[src/rtl/pgw_pkg.sv]
package pgw_pkg;

  // Strobes from the sequencer control to the page datapath
  typedef struct packed {
    logic loadAddr;     // take new page/offset, clear flags
    logic storeByte;    // park byteData at current offset
    logic clearBuf;     // drop all buffered entries
    logic commitWrite;  // copy flagged entries into the array
  } pgwStrobe_t;

  typedef enum logic [1:0] {
    ST_IDLE    = 2'd0,
    ST_COLLECT = 2'd1,
    ST_BURN    = 2'd2
  } pgwState_t;

endpackage

[src/rtl/pgw_ctrl.sv]
module pgw_ctrl
  import pgw_pkg::*;
#(
  parameter int WRITE_CYCLES = 40
) (
  input  logic       clk,
  input  logic       rstN,
  input  logic       wrStart,
  input  logic       byteStb,
  input  logic       commitReq,
  input  logic       abortReq,
  input  logic       supplyLow,
  input  logic       anyValid,
  output pgwStrobe_t strobe,
  output logic       busy
);

  localparam int CNT_W = $clog2(WRITE_CYCLES + 1);

  pgwState_t         state, nextState;
  logic [CNT_W-1:0]  cnt;

  always_comb begin
    strobe    = '0;
    nextState = state;
    unique case (state)
      ST_IDLE: begin
        if (wrStart) begin
          strobe.loadAddr = 1'b1;
          nextState       = ST_COLLECT;
        end
      end
      ST_COLLECT: begin
        if (abortReq) begin
          strobe.clearBuf = 1'b1;
          nextState       = ST_IDLE;
        end else if (commitReq) begin
          if (anyValid && !supplyLow) begin
            nextState = ST_BURN;
          end else begin
            strobe.clearBuf = 1'b1;
            nextState       = ST_IDLE;
          end
        end else if (wrStart) begin
          strobe.loadAddr = 1'b1;
        end else if (byteStb) begin
          strobe.storeByte = 1'b1;
        end
      end
      ST_BURN: begin
        if (cnt == CNT_W'(1)) begin
          strobe.commitWrite = 1'b1;
          nextState          = ST_IDLE;
        end
      end
      default: nextState = ST_IDLE;
    endcase
  end

  always_ff @(posedge clk or negedge rstN) begin
    if (!rstN) begin
      state <= ST_IDLE;
      cnt   <= '0;
    end else begin
      state <= nextState;
      if (state == ST_COLLECT && nextState == ST_BURN)
        cnt <= CNT_W'(WRITE_CYCLES);
      else if (state == ST_BURN)
        cnt <= cnt - CNT_W'(1);
    end
  end

  assign busy = (state == ST_BURN);


  busy_start_chk: assert property (@(posedge clk) disable iff (!rstN)
    $rose(busy) |-> $past(commitReq && anyValid && !supplyLow));


  busy_length_chk: assert property (@(posedge clk) disable iff (!rstN)
    $fell(busy) |-> ($past(cnt) == CNT_W'(1)));


  empty_commit_chk: assert property (@(posedge clk) disable iff (!rstN)
    (!busy && commitReq && !anyValid) |=> !busy);


  low_supply_chk: assert property (@(posedge clk) disable iff (!rstN)
    (!busy && commitReq && supplyLow) |=> !busy);

endmodule

[src/rtl/pgw_datapath.sv]
module pgw_datapath
  import pgw_pkg::*;
#(
  parameter int ADDR_W    = 8,
  parameter int DATA_W    = 8,
  parameter int PAGE_BITS = 3
) (
  input  logic              clk,
  input  logic              rstN,
  input  pgwStrobe_t        strobe,
  input  logic [ADDR_W-1:0] wrAddr,
  input  logic [DATA_W-1:0] byteData,
  input  logic [ADDR_W-1:0] rdAddr,
  output logic [DATA_W-1:0] rdData,
  output logic [ADDR_W-1:0] rdPtr,
  output logic              anyValid
);

  localparam int PAGE_BYTES = 1 << PAGE_BITS;
  localparam int DEPTH      = 1 << ADDR_W;
  localparam int PAGE_ID_W  = ADDR_W - PAGE_BITS;

  logic [PAGE_ID_W-1:0]  pageId;
  logic [PAGE_BITS-1:0]  offset;
  logic [ADDR_W-1:0]     ptrQ;
  logic [DATA_W-1:0]     bufQ   [PAGE_BYTES];
  logic [PAGE_BYTES-1:0] validQ;
  logic [DATA_W-1:0]     mem    [DEPTH];

  // Page number, running offset and read pointer
  always_ff @(posedge clk or negedge rstN) begin
    if (!rstN) begin
      pageId <= '0;
      offset <= '0;
      ptrQ   <= '0;
    end else if (strobe.loadAddr) begin
      pageId <= wrAddr[ADDR_W-1:PAGE_BITS];
      offset <= wrAddr[PAGE_BITS-1:0];
      ptrQ   <= wrAddr;
    end else if (strobe.storeByte) begin
      offset <= offset + PAGE_BITS'(1);
      ptrQ   <= {pageId, offset + PAGE_BITS'(1)};
    end
  end

  // One lane per page byte: data latch plus valid flag
  for (genvar g = 0; g < PAGE_BYTES; g++) begin : gLane
    logic hit;
    assign hit = strobe.storeByte && (offset == PAGE_BITS'(g));

    always_ff @(posedge clk or negedge rstN) begin
      if (!rstN) begin
        bufQ[g]   <= '0;
        validQ[g] <= 1'b0;
      end else begin
        if (hit)
          bufQ[g] <= byteData;
        if (strobe.loadAddr || strobe.clearBuf || strobe.commitWrite)
          validQ[g] <= 1'b0;
        else if (hit)
          validQ[g] <= 1'b1;
      end
    end
  end

  // Register array, written only at the end of a programming cycle
  always_ff @(posedge clk or negedge rstN) begin
    if (!rstN) begin
      for (int a = 0; a < DEPTH; a++)
        mem[a] <= '0;
    end else if (strobe.commitWrite) begin
      for (int i = 0; i < PAGE_BYTES; i++)
        if (validQ[i])
          mem[{pageId, PAGE_BITS'(i)}] <= bufQ[i];
    end
  end

  assign rdData   = mem[rdAddr];
  assign rdPtr    = ptrQ;
  assign anyValid = |validQ;


  page_fixed_chk: assert property (@(posedge clk) disable iff (!rstN)
    strobe.storeByte |=> $stable(pageId));


  offset_step_chk: assert property (@(posedge clk) disable iff (!rstN)
    strobe.storeByte |=> (offset == PAGE_BITS'($past(offset) + 1'b1)));


  flags_clear_chk: assert property (@(posedge clk) disable iff (!rstN)
    strobe.commitWrite |=> (validQ == '0));


  ptr_follow_chk: assert property (@(posedge clk) disable iff (!rstN)
    strobe.storeByte |=> (rdPtr == {pageId, offset}));


  load_clear_chk: assert property (@(posedge clk) disable iff (!rstN)
    strobe.loadAddr |=> !anyValid);

endmodule

[src/rtl/page_write_sequencer.sv]
module page_write_sequencer
  import pgw_pkg::*;
#(
  parameter int ADDR_W       = 8,
  parameter int DATA_W       = 8,
  parameter int PAGE_BITS    = 3,
  parameter int WRITE_CYCLES = 40
) (
  input  logic              clk,
  input  logic              rstN,
  input  logic              wrStart,
  input  logic [ADDR_W-1:0] wrAddr,
  input  logic              byteStb,
  input  logic [DATA_W-1:0] byteData,
  input  logic              commitReq,
  input  logic              abortReq,
  input  logic              supplyLow,
  output logic              busy,
  output logic [ADDR_W-1:0] rdPtr,
  input  logic [ADDR_W-1:0] rdAddr,
  output logic [DATA_W-1:0] rdData
);

  pgwStrobe_t strobe;
  logic       anyValid;

  pgw_ctrl #(
    .WRITE_CYCLES(WRITE_CYCLES)
  ) uCtrl (
    .clk       (clk),
    .rstN      (rstN),
    .wrStart   (wrStart),
    .byteStb   (byteStb),
    .commitReq (commitReq),
    .abortReq  (abortReq),
    .supplyLow (supplyLow),
    .anyValid  (anyValid),
    .strobe    (strobe),
    .busy      (busy)
  );

  pgw_datapath #(
    .ADDR_W    (ADDR_W),
    .DATA_W    (DATA_W),
    .PAGE_BITS (PAGE_BITS)
  ) uData (
    .clk      (clk),
    .rstN     (rstN),
    .strobe   (strobe),
    .wrAddr   (wrAddr),
    .byteData (byteData),
    .rdAddr   (rdAddr),
    .rdData   (rdData),
    .rdPtr    (rdPtr),
    .anyValid (anyValid)
  );

endmodule

[config.mk]
export PLATFORM = sky130hd
export DESIGN_NAME = page_write_sequencer
export DESIGN_NICKNAME = d
export VERILOG_FILES = /design/src/rtl/pgw_pkg.sv /design/src/rtl/pgw_ctrl.sv /design/src/rtl/pgw_datapath.sv /design/src/rtl/page_write_sequencer.sv
export SDC_FILE = /design/constraint.sdc
export NUM_CORES = 2
export LEC_CHECK = 0
export BUFFER_PORTS_ARGS = -buffer_cell sky130_fd_sc_hd__buf_2
export CORE_ASPECT_RATIO = 0.7
export CORE_MARGIN = 4
export CORE_UTILIZATION = 67
export CTS_CLUSTER_DIAMETER = 150
export DETAILED_ROUTE_END_ITERATION = 7
export GPL_TIMING_DRIVEN = 1
export PLACE_DENSITY = 0.83
export RECOVER_POWER = 50
export SYNTH_ARGS = -nofsm -noshare
export SYNTH_HDL_FRONTEND = slang
export SYNTH_SLANG_ARGS = --single-unit
export TNS_END_PERCENT = 5
[constraint.sdc]
create_clock -name clk -period 5.7 [get_ports clk]
set_clock_uncertainty 0.05 [all_clocks]
set_input_delay 0 -clock clk [delete_from_list [all_inputs] [get_ports clk]]
set_output_delay 0 -clock clk [all_outputs]
set_load 0.05 [all_outputs]
==> impl_summary.log <==
[metrics] status: finished with violations
[metrics] failing checks: max-capacitance violations, max-slew violations
[metrics] die area: between 0.15 and 0.2 mm^2
[metrics] DR WL/cell: 39.4 um
[metrics] Clk pin slew, worst setup/hold paths: roughly 70 ps
[metrics] Crit. End Element: async pin
[metrics] number of standard cells after synthesis: a little over 6000
[metrics] Pre-antenna DRT Iters: 8
[metrics] Rows: 116
[metrics] max-capacitance violation count: 2
[metrics] number of I/O pins: 48
[metrics] overall via count from detail_route: between 60000 and 70000
[metrics] Power, Total: between 30 and 40 mW
[metrics] total number of clock tree sinks: about 2100
[metrics] hold path cells: 4
[metrics] insertion delay to the later sink of the worst-skew pair: ~850 ps
[metrics] critical path fanouts, max: 31
[metrics] Hold/Removal Path Class: in2reg
[metrics] final critical path time including I/O delays and setup: 4920 ps
[metrics] layout overhead on the synthesized area: 9.43%
[metrics] unrepaired setup endpoints after global routing: no
[metrics] register area share after synthesis: a little under three fifths
[metrics] worst rel slew slack: -190%
[metrics] number of input and output port buffers inserted: 47
[metrics] leading post-synthesis cells by instance count: sky130_fd_sc_hd__dfrtp_1, sky130_fd_sc_hd__mux2_2, sky130_fd_sc_hd__mux4_2
[metrics] Hold Crit Start: commitReq
[metrics] multi-input logic area: about 0.041 mm^2
[metrics] post-synthesis register bit count: around 2100
[metrics] cell type with the largest total area after synthesis: sky130_fd_sc_hd__dfrtp_1
[metrics] largest net degree at the start of global routing: 181
[metrics] final count of hold timing violations: 0
[metrics] startpoint type of the worst setup path: primary input
[metrics] most common cell in the netlist: sky130_fd_sc_hd__dfrtp_1
[metrics] Pwr per Cell Area: 314 mW/mm^2
[metrics] Sequential Area: 0.0537 mm^2
[metrics] layout net count: between 6000 and 7000
[metrics] synthesized cell area: slightly below 0.1 mm^2
[metrics] IR drop worst, VDD: ~0.59 mV
[metrics] Overflow after GRT: 0
[metrics] number of inserted filler cells in the final layout: about 8500
[metrics] cts repair resizes: 0
[metrics] count of flip-flops with a built-in enable after synthesis: 0
[metrics] Critical Path RT: roughly 6500 ps
[metrics] share of synthesized registers carrying an async set or reset: 100%
[metrics] global-route wire length before repair: around 470000 um
[metrics] max frequency: a little over 0.2 GHz
[metrics] endpoint arrival time on the critical path: between 5000 and 6000 ps
[metrics] number of nets with antenna violations after routing: 0
[metrics] die outline height: between 300 and 400 um
[metrics] half-perimeter wire length after detailed placement: 191000 um
[metrics] final setup violation count: 0
[metrics] fraction of the cycle the final worst path needs: between 80% and 90%
[metrics] Final WS setup: a little under 800 ps
[metrics] Die Span X: approximately 460 um
[metrics] cell area reported after detailed placement: between 0.09 and 0.1 mm^2
[metrics] sink of the worst hold path: uCtrl.cnt[5]$_DFFE_PN0P_
[metrics] effective utilization at floorplan: between 60% and 70%
[metrics] most common flop cell mapped by yosys: sky130_fd_sc_hd__dfrtp_1
[metrics] FF-to-FF setup slack: about 1600 ps
[metrics] Crit Reg-Reg Startpoint: uCtrl.cnt[1]$_DFFE_PN0P_
[metrics] overall fraction of global-route tracks in use: 43.5%
[metrics] category of the most critical setup path: in2async
[metrics] gp weighted congestion: slightly below 1
[metrics] cells taking the most area after synthesis: sky130_fd_sc_hd__dfrtp_1, sky130_fd_sc_hd__mux2_2, sky130_fd_sc_hd__mux4_2
[metrics] launch point of the critical path: rstN
[metrics] clock tree from TritonCTS: built
[metrics] actual slew at the worst max-slew pin: roughly 4400 ps
[metrics] post-detailed-routing wire length: 326000 um
[metrics] Final Instance Area: around 0.11 mm^2
[metrics] routed vias/inst: between 7 and 8
[metrics] DRC: 0
[metrics] number of DRC markers in iteration 0: between 9000 and 10000
[metrics] maximum clock path buffer count: 3
[metrics] max-slew violation total from the final report: 46
[metrics] antenna violations before repair: 37
[metrics] static leakage: roughly 52 nW
[metrics] distinct cell type count after synthesis: 66
[metrics] H-tree depth: 4
[metrics] mean area per synthesized cell: around 16 um^2
[metrics] Synth Net Count: between 6000 and 7000
[metrics] number of buffers created by CTS: 192
[metrics] clock root buffer master: sky130_fd_sc_hd__clkbuf_16
[metrics] share of the synthesized area in the top cell type: 55.3%
[metrics] Worst Reg-to-Reg Cells: 8
[metrics] number of post-CTS setup repair buffers: 0
[metrics] yosys warns: 0
[metrics] final cell utilization of the core: around three quarters
[metrics] pre-CTS setup slack: 1360 ps
[metrics] Core Box Area: approximately 0.14 mm^2
[metrics] share of final-layout standard cells stronger than drive strength 1: 52.5%
[metrics] destination of the worst register-to-register timing path: uData.mem[762]$_DFFE_PN0P_
[metrics] sum of negative setup slack: 0 ps
[metrics] via count of the first global-routing pass: about 64000
-- how the worst max path moves through the flow --
stage                                       endpoint  slack (ps)
final                     uData.mem[805]$_DFFE_PN0P_         780
after global routing      uData.bufQ[29]$_DFFE_PN0P_         660
after CTS                                  rdData[4]        1340
after detailed placement                   rdData[4]        1360
after global placement                     rdData[4]        1390
after floorplan                            rdData[7]        2470
-- state kept, by name (all words and copies together), names as in the netlist --
signal / count
uCtrl.cnt: 6
uCtrl.state: 2
uData.validQ: 8
uData.bufQ: 64
uData.rdPtr: 8
uData.pageId: 5
uData.mem: 2048
-- power by group --
part | switching, mW | leakage, nW | internal (mW) | total, mW
clock network | 5.89 | 3.11 | 7.17 | 13.1
registers | 0.976 | 29.8 | 15.4 | 16.4
logic | 3.17 | 19.0 | 0.677 | 3.85
total | 10.0 | 51.9 | 23.2 | 33.3
-- metal layers --
layer,routed length [um],share of wire [%],up-vias,global-route usage (%)
met1,119000,36,33600,59.3
met4,19100,5.9,18,22.8
met2,133000,41,5399,57.1
met3,55100,17,1127,21.9
li1,-,-,23300,-
met5,213,0.065,-,0.126
-- layout by cell type, fill, tap and decap left out, types with 13 or more instances in the layout --
master,count
sky130_fd_sc_hd__a21oi_1,97
sky130_fd_sc_hd__nand3_1,15
sky130_fd_sc_hd__a22oi_1,183
sky130_fd_sc_hd__dfrtp_1,2069
sky130_fd_sc_hd__dfrtp_4,18
sky130_fd_sc_hd__diode_2,27
sky130_fd_sc_hd__buf_4,107
sky130_fd_sc_hd__nor2_1,18
sky130_fd_sc_hd__mux2_1,29
sky130_fd_sc_hd__nand2_2,134
sky130_fd_sc_hd__clkbuf_8,56
sky130_fd_sc_hd__buf_12,26
sky130_fd_sc_hd__mux2_2,2119
sky130_fd_sc_hd__clkinv_2,37
sky130_fd_sc_hd__a211oi_1,20
sky130_fd_sc_hd__clkbuf_1,61
sky130_fd_sc_hd__mux4_2,451
sky130_fd_sc_hd__dlygate4sd3_1,44
sky130_fd_sc_hd__nand2b_1,13
sky130_fd_sc_hd__nand2_4,27
sky130_fd_sc_hd__buf_2,35
sky130_fd_sc_hd__nor2_2,24
sky130_fd_sc_hd__o22ai_1,18
sky130_fd_sc_hd__nor4_1,19
sky130_fd_sc_hd__dfrtp_2,54
sky130_fd_sc_hd__o221ai_1,28
sky130_fd_sc_hd__clkbuf_16,194
sky130_fd_sc_hd__nand2_1,144
sky130_fd_sc_hd__mux2i_1,101
sky130_fd_sc_hd__o21ai_0,22
-- worst max-delay path: stages --
cell,delay [ps]
sky130_fd_sc_hd__dlygate4sd3_1,520
sky130_fd_sc_hd__dlygate4sd3_1,540
sky130_fd_sc_hd__clkbuf_1,3020
sky130_fd_sc_hd__clkbuf_1,800
sky130_fd_sc_hd__clkbuf_2,750
-- area by class of cell --
class	instances	share of cell area, %
diodes	27	0.0638
clock buffers	290	5.45
repair buffers	240	1.98
inverters	11	0.0390
clock inverters	56	0.444
multi-input cells	3620	39.1
well taps	1888	2.23
flip-flops and latches	2141	50.7
-- per-stage QoR --
step                      hold WS, ps  std cells
after global routing              172       8249
after floorplan                  -346       6200
after detailed placement         82.3       7855
after global placement           74.6       7855
after CTS                        67.8       8246
final                             101       8273
-- cells by family (layout without fill, tap and decap cells) --
| family | Yosys count | in the layout | synth area share, % |
|---|---|---|---|
| and+or+nand+nor | 459 | 459 | 2.82 |
| other | 0 | 27 | 0 |
| DFF | 2141 | 2141 | 55.3 |
| adders and majority gates | 8 | 8 | 0.103 |
| AOI/OAI and AO/OA | 449 | 449 | 3.24 |
| buffers and inverters | 439 | 597 | 1.94 |
| xor gates and xnor gates | 4 | 4 | 0.0362 |
| muxes | 2700 | 2700 | 36.5 |
-- what timing repair did --
action                                  CTS  global route
endpoints found under the hold margin   972             0
endpoints found under the setup margin    0             0
hold buffers                             45             0
Note: power is estimated with default switching activity, not from simulation.
